===== src/rtl/flash_cmd_pkg.sv =====
package flash_cmd_pkg;

   typedef enum logic [3:0] {
      SQ_IDLE, SQ_U1, SQ_U2, SQ_PGM,
      SQ_E1, SQ_E2, SQ_E3,
      SQ_BYP, SQ_BPGM, SQ_BEXIT
   } seq_e;

   localparam logic [7:0] C_UNLK1  = 8'hAA;
   localparam logic [7:0] C_UNLK2  = 8'h55;
   localparam logic [7:0] C_PROG   = 8'hA0;
   localparam logic [7:0] C_ESETUP = 8'h80;
   localparam logic [7:0] C_ERASE  = 8'h30;
   localparam logic [7:0] C_BYPASS = 8'h20;
   localparam logic [7:0] C_BEXIT1 = 8'h90;
   localparam logic [7:0] C_BEXIT2 = 8'h00;
   localparam logic [7:0] C_SUSP   = 8'hB0;
   localparam logic [7:0] C_RESUME = 8'h30;

   function automatic logic [15:0] status_word(input logic inv7, input logic tog);
      return {8'h00, inv7, tog, 6'b000000};
   endfunction

endpackage


===== src/rtl/flash_seq_decode.sv =====
module flash_seq_decode
   import flash_cmd_pkg::*;
#(
   parameter int AW = 7
) (
   input  logic          clk,
   input  logic          rst_n,
   input  logic          wr_stb,
   input  logic [AW-1:0] wr_addr,
   input  logic [7:0]    wr_byte,
   input  logic          op_running,
   input  logic          can_resume,
   output logic          pgm_go,
   output logic          ers_go,
   output logic          sus_go,
   output logic          res_go
);
   localparam logic [AW-1:0] ADDR_A = AW'(11'h555);
   localparam logic [AW-1:0] ADDR_B = AW'(11'h2AA);

   seq_e st_q, st_d;

   logic hit_u1, hit_u2, at_a;
   assign hit_u1 = (wr_addr == ADDR_A) && (wr_byte == C_UNLK1);
   assign hit_u2 = (wr_addr == ADDR_B) && (wr_byte == C_UNLK2);
   assign at_a   = (wr_addr == ADDR_A);

   always_comb begin
      st_d   = st_q;
      pgm_go = 1'b0;
      ers_go = 1'b0;
      sus_go = 1'b0;
      res_go = 1'b0;
      if (wr_stb) begin
         if (op_running) begin
            sus_go = (wr_byte == C_SUSP);
         end else begin
            case (st_q)
               SQ_IDLE: begin
                  if (hit_u1) st_d = SQ_U1;
                  else if (wr_byte == C_RESUME && can_resume) res_go = 1'b1;
               end
               SQ_U1: st_d = hit_u2 ? SQ_U2 : SQ_IDLE;
               SQ_U2: begin
                  if (at_a && wr_byte == C_PROG)        st_d = SQ_PGM;
                  else if (at_a && wr_byte == C_ESETUP) st_d = SQ_E1;
                  else if (at_a && wr_byte == C_BYPASS) st_d = SQ_BYP;
                  else                                  st_d = SQ_IDLE;
               end
               SQ_PGM: begin
                  pgm_go = 1'b1;
                  st_d   = SQ_IDLE;
               end
               SQ_E1: st_d = hit_u1 ? SQ_E2 : SQ_IDLE;
               SQ_E2: st_d = hit_u2 ? SQ_E3 : SQ_IDLE;
               SQ_E3: begin
                  ers_go = (wr_byte == C_ERASE);
                  st_d   = SQ_IDLE;
               end
               SQ_BYP: begin
                  if (wr_byte == C_PROG)        st_d = SQ_BPGM;
                  else if (wr_byte == C_BEXIT1) st_d = SQ_BEXIT;
                  else if (wr_byte == C_RESUME && can_resume) res_go = 1'b1;
               end
               SQ_BPGM: begin
                  pgm_go = 1'b1;
                  st_d   = SQ_BYP;
               end
               SQ_BEXIT: st_d = (wr_byte == C_BEXIT2) ? SQ_IDLE : SQ_BYP;
               default: st_d = SQ_IDLE;
            endcase
         end
      end
   end

   always_ff @(posedge clk or negedge rst_n) begin
      if (!rst_n) st_q <= SQ_IDLE;
      else        st_q <= st_d;
   end

endmodule


===== src/rtl/flash_op_timer.sv =====
module flash_op_timer #(
   parameter int CW = 8
) (
   input  logic          clk,
   input  logic          rst_n,
   input  logic          load,
   input  logic [CW-1:0] load_val,
   input  logic          run,
   output logic          done
);
   logic [CW-1:0] cnt_q;

   assign done = run && (cnt_q == CW'(1));

   always_ff @(posedge clk or negedge rst_n) begin
      if (!rst_n)                     cnt_q <= '0;
      else if (load)                  cnt_q <= load_val;
      else if (run && cnt_q != '0)    cnt_q <= cnt_q - CW'(1);
   end

endmodule


===== src/rtl/flash_array.sv =====
module flash_array #(
   parameter int SECTORS      = 8,
   parameter int SECTOR_WORDS = 16,
   localparam int WORDS = SECTORS * SECTOR_WORDS,
   localparam int AW    = $clog2(WORDS),
   localparam int SECW  = $clog2(SECTORS)
) (
   input  logic            clk,
   input  logic            pgm_we,
   input  logic [AW-1:0]   pgm_addr,
   input  logic [15:0]     pgm_data,
   input  logic            ers_we,
   input  logic [SECW-1:0] ers_sector,
   input  logic [AW-1:0]   rd_addr,
   output logic [15:0]     rd_data
);
   logic [15:0] words [WORDS];

   for (genvar i = 0; i < WORDS; i++) begin : g_word
      localparam logic [SECW-1:0] MY_SEC  = SECW'(i / SECTOR_WORDS);
      localparam logic [AW-1:0]   MY_ADDR = AW'(i);
      logic [15:0] word_q = 16'hFFFF;
      always_ff @(posedge clk) begin
         if (ers_we && ers_sector == MY_SEC)       word_q <= 16'hFFFF;
         else if (pgm_we && pgm_addr == MY_ADDR)   word_q <= word_q & pgm_data;
      end
      assign words[i] = word_q;
   end

   assign rd_data = words[rd_addr];

endmodule


===== src/rtl/flash_cmd_ctrl.sv =====
module flash_cmd_ctrl
   import flash_cmd_pkg::*;
#(
   parameter int SECTORS      = 8,
   parameter int SECTOR_WORDS = 16,
   parameter int PROG_CYCLES  = 16,
   parameter int ERASE_CYCLES = 64,
   parameter int PROT_CYCLES  = 4,
   parameter bit WP_LAST      = 1'b0,
   localparam int AW = $clog2(SECTORS * SECTOR_WORDS)
) (
   input  logic          clk,
   input  logic          rst_n,
   input  logic          ce_n,
   input  logic          we_n,
   input  logic          oe_n,
   input  logic          wp_n,
   input  logic [AW-1:0] addr,
   input  logic [15:0]   wdata,
   output logic [15:0]   rdata
);
   localparam int SW   = $clog2(SECTOR_WORDS);
   localparam int SECW = $clog2(SECTORS);
   localparam int MAXC = (ERASE_CYCLES > PROG_CYCLES)
                         ? ((ERASE_CYCLES > PROT_CYCLES) ? ERASE_CYCLES : PROT_CYCLES)
                         : ((PROG_CYCLES > PROT_CYCLES) ? PROG_CYCLES : PROT_CYCLES);
   localparam int CW   = $clog2(MAXC + 1);

   // elaboration checks
   if (SECTORS < 2 || (SECTORS & (SECTORS - 1)) != 0) begin : g_bad_sectors
      $error("SECTORS must be a power of two and at least 2");
   end
   if (SECTOR_WORDS < 2 || (SECTOR_WORDS & (SECTOR_WORDS - 1)) != 0) begin : g_bad_words
      $error("SECTOR_WORDS must be a power of two and at least 2");
   end
   if (PROG_CYCLES < 1 || ERASE_CYCLES < 1 || PROT_CYCLES < 1) begin : g_bad_cycles
      $error("operation cycle counts must be at least 1");
   end
   if (AW > 22) begin : g_bad_aw
      $error("address width too large");
   end

   // bus edge detection
   logic we_q, ce_q, oe_q;
   logic wr_stb, rd_end;
   assign wr_stb = we_n && !we_q && !ce_q;
   assign rd_end = oe_n && !oe_q && !ce_q;

   // protected sector choice
   logic [SECW-1:0] prot_sec;
   if (WP_LAST) begin : g_prot_last
      assign prot_sec = SECW'(SECTORS - 1);
   end else begin : g_prot_first
      assign prot_sec = '0;
   end

   logic [SECW-1:0] wr_sec, rd_sec;
   assign wr_sec = addr[AW-1:SW];
   assign rd_sec = addr[AW-1:SW];

   logic blk_w;
   assign blk_w = !wp_n && (wr_sec == prot_sec);

   // operation slots
   logic            pg_act, pg_sus, pg_blk;
   logic [AW-1:0]   pg_addr;
   logic [15:0]     pg_data;
   logic            er_act, er_sus, er_blk;
   logic [SECW-1:0] er_sec;
   logic            tog;

   logic pg_run, er_run, any_run, can_resume;
   assign pg_run     = pg_act && !pg_sus;
   assign er_run     = er_act && !er_sus;
   assign any_run    = pg_run || er_run;
   assign can_resume = (pg_act && pg_sus) || (er_act && er_sus && !pg_act);

   logic pgm_go, ers_go, sus_go, res_go;

   flash_seq_decode #(.AW(AW)) u_seq (
      .clk        (clk),
      .rst_n      (rst_n),
      .wr_stb     (wr_stb),
      .wr_addr    (addr),
      .wr_byte    (wdata[7:0]),
      .op_running (any_run),
      .can_resume (can_resume),
      .pgm_go     (pgm_go),
      .ers_go     (ers_go),
      .sus_go     (sus_go),
      .res_go     (res_go)
   );

   logic pg_start, er_start;
   assign pg_start = pgm_go && !pg_act && (!er_act || (er_sus && wr_sec != er_sec));
   assign er_start = ers_go && !pg_act && !er_act;

   logic pg_done, er_done;

   flash_op_timer #(.CW(CW)) u_pg_tmr (
      .clk      (clk),
      .rst_n    (rst_n),
      .load     (pg_start),
      .load_val (blk_w ? CW'(PROT_CYCLES) : CW'(PROG_CYCLES)),
      .run      (pg_run),
      .done     (pg_done)
   );

   flash_op_timer #(.CW(CW)) u_er_tmr (
      .clk      (clk),
      .rst_n    (rst_n),
      .load     (er_start),
      .load_val (blk_w ? CW'(PROT_CYCLES) : CW'(ERASE_CYCLES)),
      .run      (er_run),
      .done     (er_done)
   );

   always_ff @(posedge clk or negedge rst_n) begin
      if (!rst_n) begin
         we_q <= 1'b1; ce_q <= 1'b1; oe_q <= 1'b1;
         pg_act <= 1'b0; pg_sus <= 1'b0; pg_blk <= 1'b0;
         pg_addr <= '0; pg_data <= '0;
         er_act <= 1'b0; er_sus <= 1'b0; er_blk <= 1'b0; er_sec <= '0;
         tog <= 1'b0;
      end else begin
         we_q <= we_n; ce_q <= ce_n; oe_q <= oe_n;
         if (rd_end && any_run) tog <= !tog;
         if (pg_start) begin
            pg_act <= 1'b1; pg_sus <= 1'b0; pg_blk <= blk_w;
            pg_addr <= addr; pg_data <= wdata;
         end else if (pg_done) begin
            pg_act <= 1'b0;
         end
         if (er_start) begin
            er_act <= 1'b1; er_sus <= 1'b0; er_blk <= blk_w; er_sec <= wr_sec;
         end else if (er_done) begin
            er_act <= 1'b0;
         end
         if (sus_go) begin
            if (pg_run && !er_act) pg_sus <= 1'b1;
            else if (er_run)       er_sus <= 1'b1;
         end
         if (res_go) begin
            if (pg_act && pg_sus)                    pg_sus <= 1'b0;
            else if (er_act && er_sus && !pg_act)    er_sus <= 1'b0;
         end
      end
   end

   logic [15:0] arr_rd;

   flash_array #(.SECTORS(SECTORS), .SECTOR_WORDS(SECTOR_WORDS)) u_arr (
      .clk        (clk),
      .pgm_we     (pg_done && !pg_blk),
      .pgm_addr   (pg_addr),
      .pgm_data   (pg_data),
      .ers_we     (er_done && !er_blk),
      .ers_sector (er_sec),
      .rd_addr    (addr),
      .rd_data    (arr_rd)
   );

   logic [SECW-1:0] pg_sec;
   assign pg_sec = pg_addr[AW-1:SW];

   always_comb begin
      if (ce_n || oe_n)
         rdata = 16'h0000;
      else if (pg_run)
         rdata = status_word(!pg_data[7], tog);
      else if (er_run)
         rdata = status_word(1'b0, tog);
      else if (pg_act && pg_sus && rd_sec == pg_sec)
         rdata = status_word(!pg_data[7], tog);
      else if (er_act && er_sus && rd_sec == er_sec)
         rdata = status_word(1'b0, tog);
      else
         rdata = arr_rd;
   end

endmodule


===== config.mk =====
export PLATFORM = sky130hd
export DESIGN_NAME = flash_cmd_ctrl
export DESIGN_NICKNAME = d
export VERILOG_FILES = /design/src/rtl/flash_cmd_pkg.sv /design/src/rtl/flash_seq_decode.sv /design/src/rtl/flash_op_timer.sv /design/src/rtl/flash_array.sv /design/src/rtl/flash_cmd_ctrl.sv
export SDC_FILE = /design/constraint.sdc
export NUM_CORES = 2
export LEC_CHECK = 0
export ABC_AREA = 1
export BUFFER_PORTS_ARGS = -buffer_cell sky130_fd_sc_hd__buf_2
export CAP_MARGIN = 20
export CORE_UTILIZATION = 60
export DETAILED_ROUTE_END_ITERATION = 16
export PLACE_DENSITY = 0.76
export SLEW_MARGIN = 20
export SYNTH_ARGS = -nofsm -noshare
export SYNTH_HDL_FRONTEND = slang
export SYNTH_SLANG_ARGS = --single-unit

===== constraint.sdc =====
create_clock -name clk -period 3.4 [get_ports clk]
set_input_delay 0.68 -clock clk [delete_from_list [all_inputs] [get_ports clk]]
set_output_delay 0.68 -clock clk [all_outputs]
set_load 0.03 [all_outputs]

After elaboration in Yosys (flattened, before gate mapping):

Cells that the tools add are included.
Widths: inputs -> output; s select.

* register bits after elaboration: 2102
* output and inout port bits: 16
* word-level logic and storage cells: 689

* $add $sub $neg: 2
* magnitude comparators: 1
* equal/unequal tests: 160
* mux-type cells: 56
* bitwise gates (word level): 130
* reduce and logical (&&, ||, !) cells: 196

Operators by type and width (count)
* $and 16x16->16: 128
* $eq 7x7->1 const B: 65
* $eq 7x6->1 const B: 33
* $logic_and 1x1->1: 167
* $bmux 16 s7: 1
* $eq 7x5->1 const B: 16
* $mux 16: 7
* $eq 7x4->1 const B: 8
* $eq 8x8->1 const B: 5
* $mux 7: 5
* $pmux 4 s8: 1
* $mux 1: 30
* $eq 7x3->1 const B: 4
* $eq 7x1->1 const B: 3
* $mux 4: 5
* $eq 4x3->1 const B: 4
* $eq 8x6->1 const B: 2
* $eq 7x2->1 const B: 2
* $reduce_bool 7->1: 2
* $sub 7x1->7 const B: 2
* $eq 3x3->1 const B: 4
* $logic_not 1->1: 12
* $mux 3: 4
* $eq 4x2->1 const B: 2
* 23 further kinds: 33

Depth between registers and ports, before layout:

* depth after elaboration: 14
* depth in mapped cells: 17
* depth with buffers taken out: 15

Hierarchy:

A second synthesis with hierarchy kept.

* cells, all modules: 11982
* area total of the unflattened synthesis: 85181.7 um^2

By module, submodules not included
* flash_array: times used 1, cells an instance 11473, area each 81674.6 um^2
* flash_cmd_ctrl: times used 1, cells an instance 227, area each 1794.2 um^2
* flash_seq_decode: times used 1, cells an instance 120, area each 645.6 um^2
* flash_op_timer at u_pg_tmr: times used 1, cells an instance 82, area each 549.3 um^2
* flash_op_timer at u_er_tmr: times used 1, cells an instance 80, area each 518.0 um^2

Worst setup path before layout:

OpenSTA, ideal clock, no wires.

* path type: input-to-output
* start point: input addr[0]
* end point: output rdata[10]
* arrival: 2.349 ns
* data required time: 2.720 ns
* slack: 0.371 ns
* cell stages on the path: 12
* cell sequence: buf_6 -> inv_8 -> buf_8 -> buf_6 -> clkbuf_1 -> nor2_1 -> o22ai_1 -> nand2_1 -> nand4_1 -> nand2_1 -> o2111a_1 -> a21oi_1

* longest elaborated chain between the ends: 9

Ends and longest elaborated chain
* from (decl): line flash_cmd_ctrl.sv:18 `input logic [AW-1:0] addr,`
* $not 7->8 (not written as such): line flash_array.sv:30 `assign rd_data = words[rd_addr];`
* $bmux 16 s7: line flash_array.sv:30
* $mux 16 (not written as such) (2 in series): line flash_array.sv:30
* $mux 16: line flash_cmd_ctrl.sv:175 `else if (er_act && er_sus && rd_sec == er_sec)`
* $mux 16: line flash_cmd_ctrl.sv:173 `else if (pg_act && pg_sus && rd_sec == pg_sec)`
* $mux 16: line flash_cmd_ctrl.sv:171 `else if (er_run)`
* $mux 16: line flash_cmd_ctrl.sv:169 `else if (pg_run)`
* $mux 16: line flash_cmd_ctrl.sv:167 `if (ce_n || oe_n)`
* to (decl): line flash_cmd_ctrl.sv:20 `output logic [15:0] rdata`

Every way passes these cells. The select of a mux whose other input is x is not followed.

Worst setup path after layout:

* start point: input addr[0]
* end point: output rdata[14]

Same word-level chain as after synthesis.

==> flow_results.xml <==
<?xml version="1.0" encoding="UTF-8"?>
<metrics>
  <group name="pwr">
    <metric name="leakage_power_summed_over_all_cells" unit="nW">49.5</metric>
    <metric name="cellInternalPower" unit="mW">40.3</metric>
    <metric name="netSwitchingPower" unit="mW">12.4</metric>
    <metric name="total_power" unit="mW">52.7</metric>
    <metric name="vdd.ir_drop.worst" unit="µV">514</metric>
    <metric name="comb_power_share" unit="%">6.5</metric>
    <metric name="pwr-share-seq" unit="%">46.9</metric>
    <metric name="p_sw_share" unit="%">23.5</metric>
    <metric name="power.density" unit="mW/mm²">540</metric>
    <metric name="power.share.clock" unit="%">46.6</metric>
  </group>
  <group name="clock_tree">
    <metric name="cts-htree-levels" unit="">4</metric>
    <metric name="root_buffer" unit="">sky130_fd_sc_hd__clkbuf_16</metric>
    <metric name="cts_buffer_depth" unit="">3</metric>
    <metric name="tritoncts_clock_tree" unit="">done</metric>
    <metric name="worstSkewPairLatency" unit="ns">0.87</metric>
    <metric name="cts_made_buffers" unit="">205</metric>
    <metric name="clk_pin_slew" unit="ns">0.06</metric>
    <metric name="tritoncts_sink_count" unit="">2102</metric>
  </group>
  <group name="cells_and_area">
    <metric name="finalNetCount" unit="">11300</metric>
    <metric name="final_layout_size_suffix_gt1_share" unit="%">11.7</metric>
    <metric name="final_cell_area" unit="mm²">0.0977</metric>
    <metric name="layout-area-overhead-vs-synth" unit="%">15.2</metric>
  </group>
  <group name="global_routing">
    <metric name="number_of_antenna_violations_at_the_first_check_in_global_routing" unit="">5</metric>
    <metric name="globalRouteTotalUtil" unit="%">40.5</metric>
    <metric name="grt_start_max_net_pins" unit="">257</metric>
    <metric name="first_global_vias" unit="">77900</metric>
    <metric name="first_pass_grt_wire_length" unit="mm">450</metric>
    <metric name="globalRoute.totalOverflow" unit="">0</metric>
    <metric name="met2_usage" unit="%">60.1</metric>
    <metric name="grtUsageMet1" unit="%">52.8</metric>
    <metric name="grt.met3_usage" unit="%">10.4</metric>
    <metric name="gr-max-usage-layer" unit="">met2</metric>
  </group>
  <group name="worst_setup_path">
    <metric name="critical-path-max-stage-delay" unit="ns">0.34</metric>
    <metric name="critical_path.n_buffers_inverters" unit="">7</metric>
    <metric name="list_of_cells_traversed_by_the_critical_path" unit="">buf_16 &gt; buf_4 &gt; clkinv_8 &gt; buf_8 &gt; buf_4 &gt; o21ai_0 &gt; o22ai_1 &gt; nand2_1 &gt; nand4_1 &gt; nand2_1 &gt; nand4_1 &gt; nand2_2 &gt; nor2_1 &gt; buf_4 &gt; buf_6</metric>
    <metric name="cp_max_fo" unit="">25</metric>
    <metric name="crit_arrival" unit="ns">3.20</metric>
    <metric name="criticalPathCategory" unit="">primary input to primary output</metric>
    <metric name="critical-path-top-cell-by-count" unit="">sky130_fd_sc_hd__buf_4</metric>
    <metric name="critPathRequiredTime" unit="ns">2.72</metric>
    <metric name="cpMaxStageDelayCell" unit="">sky130_fd_sc_hd__nand4_1</metric>
    <metric name="path_delay_family" unit="">buffers and inverters</metric>
    <metric name="worst_setup_path_start_kind" unit="">primary input</metric>
    <metric name="worst_setup_path_end_kind" unit="">primary output</metric>
  </group>
  <group name="routing">
    <metric name="avgViaCountPerCell" unit="">6.33</metric>
    <metric name="firstDrtPassIters" unit="">11</metric>
    <metric name="iter_0_drt_violations" unit="">13100</metric>
    <metric name="route.antenna.remaining_nets" unit="">0</metric>
    <metric name="drt-wirelength-per-cell" unit="µm">22.4</metric>
    <metric name="wirelength" unit="mm">300</metric>
    <metric name="post-route-drc-count" unit="">0</metric>
    <metric name="detailroute.via_count" unit="">84600</metric>
  </group>
  <group name="place">
    <metric name="post_dp_cell_area" unit="mm²">0.0885</metric>
    <metric name="post-dp-hpwl" unit="mm">183</metric>
    <metric name="place.gp.congestion" unit="">0.993</metric>
    <metric name="io_buffer_count" unit="">44</metric>
    <metric name="preCtsSetupSlack" unit="ns">-0.776</metric>
  </group>
  <group name="die">
    <metric name="floorplan.initialDensity" unit="%">60.6</metric>
    <metric name="row_count" unit="">137</metric>
    <metric name="floorplan.io_pins" unit="">45</metric>
    <metric name="die_height" unit="µm">378</metric>
    <metric name="chipWidth" unit="µm">378</metric>
    <metric name="die-area" unit="mm²">0.143</metric>
    <metric name="design.core.area" unit="mm²">0.140</metric>
  </group>
  <group name="timing">
    <metric name="timing.fmax" unit="MHz">258</metric>
    <metric name="final_critical_path_setup_slack" unit="ns">-0.476</metric>
    <metric name="clock_skew" unit="ns">0.0544</metric>
    <metric name="min_period_over_period" unit="%">114</metric>
    <metric name="final-setup-viol-count" unit="">16</metric>
    <metric name="max_slew_margin" unit="%">3.85</metric>
    <metric name="endpoints_failing_hold" unit="">0</metric>
    <metric name="worst_slew_pin_slew" unit="ns">1.44</metric>
    <metric name="final_period_minus_worst_setup_slack" unit="ns">3.88</metric>
    <metric name="timing_max_transition_violations_final" unit="">0</metric>
    <metric name="setup_tns" unit="ns">-5.97</metric>
    <metric name="rsz0062_at_grt" unit="">yes</metric>
  </group>
  <group name="logic_synthesis">
    <metric name="synthesis.instances" unit="">11400</metric>
    <metric name="sequential_element_share_of_the_synthesized_area" unit="%">49.9</metric>
    <metric name="synth.ff_latch_count" unit="">2102</metric>
    <metric name="synth.net_count" unit="">11500</metric>
    <metric name="syn_std_cell_area" unit="mm²">0.0848</metric>
    <metric name="ys_types" unit="">56</metric>
    <metric name="syn-mean-instance-area" unit="µm²">7.42</metric>
    <metric name="yosys_warnings" unit="">0</metric>
  </group>
  <group name="job">
    <metric name="drv.max_cap_violation_count" unit="">0</metric>
  </group>
  <group name="min_path">
    <metric name="hp-class" unit="">primary input to register</metric>
  </group>
  <group name="status">
    <metric name="violations" unit="">setup timing</metric>
    <metric name="status" unit="">finished with violations</metric>
  </group>
</metrics>
[cells in the mapped netlist, drive strengths merged]
master / count / area, µm²
o21ai: 3143 / 15700
nand2: 3001 / 11600
dfxtp: 2048 / 41000
nor2: 1271 / 4800
clkbuf: 516 / 1950
buf: 500 / 3170
o22ai: 452 / 2830
inv: 139 / 529
nand3: 90 / 450
nand4: 73 / 463
a21oi: 55 / 275
dfrtp: 51 / 1280
a22o: 17 / 149
nor3: 16 / 106
a22oi: 4 / 30.0
a31oi: 4 / 25.0
a41oi: 4 / 35.0
and2: 4 / 25.0
ha: 4 / 50.1
a211oi: 3 / 22.5
dfstp: 3 / 78.8
o2111ai: 3 / 26.3
o211ai: 3 / 22.5
xnor2: 3 / 26.3
xor2: 3 / 26.3
clkinv: 2 / 7.51
nand3b: 2 / 15.0
nor4: 2 / 12.5
o31ai: 2 / 15.0
or2: 2 / 12.5
a221oi: 1 / 8.76
a31o: 1 / 8.76
and3: 1 / 6.26
nor3b: 1 / 12.5
o2111a: 1 / 11.3
o211a: 1 / 10.0
o21bai: 1 / 7.51
o22a: 1 / 8.76
or3: 1 / 6.26
[worst register-to-register path: cells and delay by family (launching register included)]
family          cells  cell delay (ns)
compound gates      1             0.45
simple gates        6             1.68
buf+inv             2             0.40
flops               1             0.40
[cell usage in the layout, fill, tap and decap left out, types with 9 or more instances in the layout]
cell type	instances
sky130_fd_sc_hd__a21oi_2	15
sky130_fd_sc_hd__nand3_4	13
sky130_fd_sc_hd__buf_6	39
sky130_fd_sc_hd__o21ai_0	2774
sky130_fd_sc_hd__o21ai_1	349
sky130_fd_sc_hd__clkbuf_1	28
sky130_fd_sc_hd__buf_4	478
sky130_fd_sc_hd__clkinv_2	36
sky130_fd_sc_hd__nor2_4	19
sky130_fd_sc_hd__dfxtp_1	2048
sky130_fd_sc_hd__nand2_4	17
sky130_fd_sc_hd__nor2_1	1229
sky130_fd_sc_hd__clkbuf_16	210
sky130_fd_sc_hd__buf_2	26
sky130_fd_sc_hd__dfrtp_1	32
sky130_fd_sc_hd__clkbuf_8	59
sky130_fd_sc_hd__nand4_1	72
sky130_fd_sc_hd__nand2_1	2866
sky130_fd_sc_hd__clkinvlp_4	9
sky130_fd_sc_hd__o21ai_2	17
sky130_fd_sc_hd__inv_1	128
sky130_fd_sc_hd__dfrtp_4	16
sky130_fd_sc_hd__nor3_1	10
sky130_fd_sc_hd__nor2_2	23
sky130_fd_sc_hd__buf_12	115
sky130_fd_sc_hd__a21oi_1	33
sky130_fd_sc_hd__o22ai_1	446
sky130_fd_sc_hd__a22o_1	17
sky130_fd_sc_hd__nand2_2	114
sky130_fd_sc_hd__nand3_1	69
sky130_fd_sc_hd__bufinv_16	24
sky130_fd_sc_hd__buf_16	18
[final cells by class]
type | count | area [µm²]
multi-input combinational | 8170 | 37700
timing repair buffer | 694 | 7240
timing repair inverter | 1 | 16.3
fill | 11000 | 42200
tap | 1876 | 2350
antenna | 6 | 15.0
sequential | 2102 | 42400
inverter | 141 | 573
clock inverter | 87 | 1270
clock buffer | 295 | 6120
[kinds of logic after synthesis]
kind of cell / share of synthesized area, %
xor+xnor: 0.0620
flops: 49.9
buf+inv: 6.67
fa+ha+maj: 0.0590
simple gates: 20.6
compound gates: 22.7
[per-stage QoR]
stage,std cells,hold WS (ns),util (%)
after detailed placement,12900,0.436,63.3
after floorplan,11400,0.384,-
final,13400,0.0224,69.8
after CTS,13400,0.000681,69.4
after global placement,12900,0.430,63.3
after global routing,13400,0.0266,69.8
[power by group through the flow]
stage          clock, mW  combinational (mW)  sequential (mW)
3_3_place_gp           0                2.99             25.3
5_1_grt             25.6                3.59             24.7
6_report            24.5                3.43             24.7
4_1_cts             24.5                3.19             24.7
3_5_place_dp           0                3.01             25.3
2_1_floorplan          0                1.72             25.3
[sequential cells by signal, summed over array words and instances (netlist names)]
register             cells
oe_q                     1
er_sus                   1
tog                      1
pg_data                 16
u_er_tmr.cnt_q           7
u_pg_tmr.cnt_q           7
pg_blk                   1
er_act                   1
pg_sus                   1
er_blk                   1
u_seq.st_q               4
ce_q                     1
we_q                     1
u_arr.g_word.word_q   2048
pg_addr                  7
pg_act                   1
er_sec                   3
[layer usage]
metal,wire length (µm),vias to the layer above
met3,40100,1138
met5,14,-
li1,-,37800
met2,127000,5750
met4,18600,2
met1,114000,39900
[repair_timing]
item | CTS | global route
hold endpoints to repair | 47 | 0
gates resized for setup | 164 | 169
buffers inserted | 16 | 11
endpoints found under the setup margin | 16 | 16
gates cloned | 10 | 3
hold buffers | 8 | 0
pin swaps | 31 | 80
[final timing paths]
kind,from,to,slack (ns),cells past startpoint
min,wdata[13],pg_data[13],0.02,3
min reg2reg,u_arr.g_word[17].word_q[12],u_arr.g_word[17].word_q[12],0.45,2
max,addr[0],rdata[14],-0.48,15
max reg2reg,u_pg_tmr.cnt_q[4],u_arr.g_word[39].word_q[5],0.34,9
max in group asynchronous,rst_n,ce_q,2.03,3
min in group asynchronous,rst_n,pg_data[1],0.52,2
Note: power is estimated with default switching activity, not from simulation.
